[src/rtl/pcr_pkg.sv]
package pcr_pkg;
  localparam int SLOT_N   = 11;
  localparam int IDX_W    = 4;
  localparam int PLAIN_N  = 8;
  localparam int DW       = 16;

  typedef enum logic [IDX_W-1:0] {
    S_MODE = 4'd0, S_CDET = 4'd1, S_STAT = 4'd2, S_PWR  = 4'd3,
    S_CCTL = 4'd4, S_IRQR = 4'd5, S_IRQM = 4'd6, S_IRQS = 4'd7,
    S_DIR  = 4'd8, S_LVL  = 4'd9, S_LVLR = 4'd10
  } slot_e;

  localparam logic [DW-1:0] STAT_RST   = 16'h0002;
  localparam int            PWR_TRIG   = 7;
  localparam logic [DW-1:0] PWR_FORCE  = 16'h8040;
endpackage

[src/rtl/pcr_decode.sv]
module pcr_decode
  import pcr_pkg::*;
#(
  parameter int ADDR_W = 12
) (
  input  logic [ADDR_W-1:0] addr,
  output logic              hit,
  output logic [IDX_W-1:0]  idx
);
  logic [5:0] off;
  assign off = addr[5:0];
  assign idx = off[5:2];
  assign hit = (off[1:0] == 2'b00) && (int'(off[5:2]) < SLOT_N);
endmodule

[src/rtl/pcr_store.sv]
module pcr_store
  import pcr_pkg::*;
(
  input  logic                    clk,
  input  logic                    rst_n,
  input  logic                    we,
  input  logic [IDX_W-1:0]        idx,
  input  logic [DW-1:0]           wdata,
  output logic [PLAIN_N-1:0][DW-1:0] val
);
  for (genvar i = 0; i < PLAIN_N; i++) begin : g_slot
    if (i == int'(S_STAT)) begin : g_ro
      assign val[i] = STAT_RST;
    end else if (i == int'(S_PWR)) begin : g_pwr
      always_ff @(posedge clk) begin
        if (!rst_n)
          val[i] <= '0;
        else if (we && idx == IDX_W'(i))
          val[i] <= wdata[PWR_TRIG] ? (wdata | PWR_FORCE) : wdata;
      end
    end else begin : g_plain
      always_ff @(posedge clk) begin
        if (!rst_n)
          val[i] <= '0;
        else if (we && idx == IDX_W'(i))
          val[i] <= wdata;
      end
    end
  end
endmodule

[src/rtl/pcr_gpio.sv]
module pcr_gpio #(
  parameter int N = 16
) (
  input  logic         clk,
  input  logic         rst_n,
  input  logic         dir_we,
  input  logic         lvl_we,
  input  logic [N-1:0] wdata,
  input  logic [N-1:0] evt,
  input  logic [N-1:0] evt_val,
  output logic [N-1:0] dir_q,
  output logic [N-1:0] lvl_q,
  output logic [N-1:0] out_q,
  output logic [N-1:0] chg_q
);
  logic [N-1:0] lvl_ev, lvl_nx, dir_nx, gated;
  logic         upd;

  always_comb begin
    lvl_ev = (lvl_q & ~evt) | (evt_val & evt);
    lvl_nx = lvl_we ? (wdata & dir_q) : lvl_ev;
    dir_nx = dir_we ? wdata : dir_q;
    gated  = lvl_nx & dir_nx;
    upd    = dir_we | lvl_we;
  end

  always_ff @(posedge clk) begin
    if (!rst_n) begin
      dir_q <= '0;
      lvl_q <= '0;
      out_q <= '0;
      chg_q <= '0;
    end else begin
      dir_q <= dir_nx;
      lvl_q <= lvl_nx;
      if (upd) out_q <= gated;
      chg_q <= upd ? (gated ^ out_q) : '0;
    end
  end
endmodule

[src/rtl/pcr_top.sv]
module pcr_top
  import pcr_pkg::*;
#(
  parameter int ADDR_W  = 12,
  parameter int WDATA_W = 32,
  parameter int GPIO_N  = 16
) (
  input  logic               clk,
  input  logic               rst_n,
  input  logic [ADDR_W-1:0]  bus_addr,
  input  logic               bus_wr,
  input  logic               bus_rd,
  input  logic [WDATA_W-1:0] bus_wdata,
  output logic [DW-1:0]      bus_rdata,
  input  logic [GPIO_N-1:0]  pin_evt,
  input  logic [GPIO_N-1:0]  pin_val,
  output logic [GPIO_N-1:0]  gpio_out,
  output logic [GPIO_N-1:0]  gpio_chg
);
  logic                       hit, we;
  logic [IDX_W-1:0]           idx;
  logic [DW-1:0]              wd16, rd_mux, dir16, lvl16, pwr_q;
  logic [PLAIN_N-1:0][DW-1:0] plain;
  logic [GPIO_N-1:0]          gpio_dir, gpio_lvl;
  logic                       dir_we, lvl_we;

  assign wd16   = bus_wdata[DW-1:0];
  assign we     = bus_wr && hit;
  assign dir_we = we && idx == S_DIR;
  assign lvl_we = we && (idx == S_LVL || idx == S_LVLR);
  assign pwr_q  = plain[S_PWR];

  pcr_decode #(.ADDR_W(ADDR_W)) u_dec (
    .addr(bus_addr), .hit(hit), .idx(idx)
  );

  pcr_store u_store (
    .clk(clk), .rst_n(rst_n), .we(we), .idx(idx), .wdata(wd16), .val(plain)
  );

  pcr_gpio #(.N(GPIO_N)) u_gpio (
    .clk(clk), .rst_n(rst_n), .dir_we(dir_we), .lvl_we(lvl_we),
    .wdata(wd16[GPIO_N-1:0]), .evt(pin_evt), .evt_val(pin_val),
    .dir_q(gpio_dir), .lvl_q(gpio_lvl), .out_q(gpio_out), .chg_q(gpio_chg)
  );

  always_comb begin
    dir16 = '0;
    lvl16 = '0;
    dir16[GPIO_N-1:0] = gpio_dir;
    lvl16[GPIO_N-1:0] = gpio_lvl;
    if (!hit)
      rd_mux = '0;
    else if (idx == S_DIR)
      rd_mux = dir16;
    else if (idx == S_LVL || idx == S_LVLR)
      rd_mux = lvl16;
    else
      rd_mux = plain[idx[2:0]];
  end

  always_ff @(posedge clk) begin
    if (!rst_n)
      bus_rdata <= '0;
    else if (bus_rd)
      bus_rdata <= rd_mux;
  end
endmodule

[config.mk]
export PLATFORM = sky130hd
export DESIGN_NAME = pcr_top
export DESIGN_NICKNAME = d
export VERILOG_FILES = /design/src/rtl/pcr_pkg.sv /design/src/rtl/pcr_decode.sv /design/src/rtl/pcr_store.sv /design/src/rtl/pcr_gpio.sv /design/src/rtl/pcr_top.sv
export SDC_FILE = /design/constraint.sdc
export NUM_CORES = 1
export LEC_CHECK = 0
export CAP_MARGIN = 20
export CORE_MARGIN = 3
export CORE_UTILIZATION = 45
export DETAILED_ROUTE_END_ITERATION = 12
export PLACE_DENSITY = 0.74
export SETUP_SLACK_MARGIN = 0.1
export SKIP_CTS_REPAIR_TIMING = 1
export SLEW_MARGIN = 0
export SYNTH_ARGS = -nofsm -noshare
export SYNTH_HDL_FRONTEND = slang
export SYNTH_SLANG_ARGS = --single-unit
[constraint.sdc]
create_clock -name clk -period 2.1 [get_ports clk]
set_input_delay 0.525 -clock clk [delete_from_list [all_inputs] [get_ports clk]]
set_output_delay 0.525 -clock clk [all_outputs]
set_load 0.01 [all_outputs]
==> summary.txt <==
Buf/Inv on CP: 1
diodes inserted: 0
clock slew seen by the registers of the worst setup and hold paths: 0.07 ns
Worst VDD drop: 508 uV
normalized max-slew margin: 63.3%
sequential area share after synthesis: 43.8%
Hold WC Path Type: flop to flop
Distinct cells, synth: 54
cell taking the most area after synthesis: dfxtp_1
Worst-Skew Late Latency: 0.44 ns
CP peak stage delay: 0.58 ns
Worst R2R Path Depth: 4
drt pass-1 iters: 5
status: complete, no violations
critical path class: flop to primary output
routability congestion estimate: 0.826
Chip Width: 146 microns
# rows: 50
CP Launch Type: flop
Place WS: -0.457 ns
vias: 7413
top cells by count, synth: 192 x dfxtp_1, 167 x mux2i_1, 130 x nor2_1
max_cap viols: 0
Core ar.: 19000 sq um
synthesis-stage register bit count: 192
Pins Over Slew Limit: 0
worst setup path end: bus_rdata[4]
DR vias/cell: 5.60
fin cells: 1324
# IOs: 128
Inst Count DP: 1284
crit-path max FO: 3
Layout area overhead: 29.1%
CP Capture Type: primary output
Pwr per Cell Area: 689 nW/um^2
vias in the first global route: 7270
Mapped Cells: 920
Crit-path slowest cell: clkdlybuf4s50_1
top-area cell type share of the netlist area: 43.8%
CP Data Arrival Time: 1.41 ns
Global Route Usage Sum: 22.6%
H-tree level count: 4
Synthesis Warnings: 0
# nets final: 1131
Worst Setup Slack, final: 0.169 ns
top post-synthesis cells by area: dfxtp_1 44%, mux2i_1 19%, nor2_1 5.6%, nand2_1 3.8%, mux4_2 3.6%
part of the cycle the worst path needs: 91.9%
largest net degree at the start of global routing: 105
initial antenna violation count: 0
CTS Buf Count: 17
WP data required: 1.57 ns
Initial Utilization: 46.3%
delay-heaviest family, CP: buffers and inverters
proportion of layout cells with a drive suffix above 1: 15.6%
Port Buf Inserts: 105
Clock Sinks: 192
worst r2r src: u_gpio.dir_q[3]
Routed WL: 24700 microns
CP startpoint: bus_rdata[4]
Final Hold Fails: 0
die height: 146 microns
first-pass GRT wire length: 38700 microns
final setup vio count: 0
Most used DFF post-synth: dfxtp_1
Total Power: 0.00780 W
Post-synth EDFFs: 0
share of flip-flops with an asynchronous set or reset after synthesis: 0%
drt wl/cell: 18.6 microns
Syn Area/Cell: 9.54 sq um
HPWL Detailed: 16700 microns
FF-to-FF End: u_gpio.chg_q[3]
Fillers: 1567
Post-Syn Nets: 1000
Die ar.: 21200 sq um
remaining antenna violation count after routing: 0
clock skew: 0.00931 ns
flop-to-flop setup slack: 0.74 ns
RSZ-0062 raised after global routing: no
synthesized area: 8770 sq um
global route total overflow: 0
clock root cell: clkbuf_16
worst path cell trace: clkdlybuf4s50_1
top-count cell post-synth: dfxtp_1
Final Critical Period: 1.93 ns
DRC errors left: 0
worst-case clock buffer depth: 2
Slew @ Worst Pin: 0.549 ns
Leakage: 4.65 nW
TritonCTS clock tree: done
Iter 0 DRT Violations: 624
CP Depth: 1
FMAX: 518 MHz
## worst min-delay path by stage
stage / from / to / slack, ns / cells past startpoint
after floorplan: u_store.val[22] / u_store.val[22] / 0.45 / 2
after global placement: bus_rdata[1] / bus_rdata[1] / 0.46 / 2
after detailed placement: bus_rdata[1] / bus_rdata[1] / 0.47 / 2
after CTS: bus_rdata[1] / bus_rdata[1] / 0.48 / 2
after global routing: u_gpio.out_q[5] / u_gpio.out_q[5] / 0.50 / 2
final: u_gpio.out_q[3] / u_gpio.out_q[3] / 0.49 / 2
## placed cells by master, fill, tap and decap left out, types with 9 or more instances in the layout
cell type,n
o2bb2ai_1,13
buf_12,16
clkbuf_16,19
a22oi_1,13
o21a_1,14
inv_1,16
o221ai_1,14
and3_1,14
a21oi_1,52
nand2b_1,9
buf_4,70
nand3_1,16
clkdlybuf4s50_1,97
o32ai_1,10
nand2_1,90
mux2i_1,166
dfxtp_1,192
nor2_1,130
mux4_2,14
## final cells by class
type                            count  area [sq um]  share of cell area [%]
Tap cell                          260           325                    2.87
Inverter                           17          66.3                   0.585
Clock inverter                     13           178                    1.57
Sequential cell                   192          3840                    33.9
Clock buffer                       19           453                    4.00
Multi-Input combinational cell    628          4500                    39.7
Timing Repair Buffer              195          1970                    17.4
## metal layers
metal  part of all wire (%)  track usage [%]  vias to the layer above
met5                      0                0                        -
met4                    3.5             9.16                        0
met3                    5.4             4.14                       68
met2                     48             37.6                      264
met1                     43             29.2                     3578
li1                       -                -                     3503
## logic make-up after synthesis
group,Yosys count,share of synthesized area [%]
xor gates and xnor gates,2,0.200
adders and majority gates,2,0.228
muxes,185,23.2
and+or+nand+nor,294,15.5
DFF,192,43.8
AOI/OAI and AO/OA,145,11.8
buffers and inverters,100,5.32
## registers in the layout, summed over array words and instances (netlist names)
| signal | flops |
|---|---|
| u_store.val | 112 |
| bus_rdata | 16 |
| u_gpio.chg_q | 16 |
| u_gpio.dir_q | 16 |
| u_gpio.lvl_q | 16 |
| u_gpio.out_q | 16 |
## per-stage QoR
stage                     utilization [%]  hold WS [ns]  setup TNS (ns)  area [sq um]
after floorplan                         -         0.454               0          8780
after global placement               55.8         0.463          -51.68         10600
after detailed placement             55.8         0.470          -55.66         10600
after CTS                            59.1         0.482        -0.00912         11200
after global routing                 59.8         0.498               0         11300
final                                59.8         0.486               0         11300
## report_power, final
group          internal [W]  switching [W]  total [W]
registers           0.00367      0.0000202    0.00369
clock network       0.00197        0.00148    0.00345
logic              0.000299       0.000365   0.000663
No activity file was read; power rests on OpenSTA's default activity.
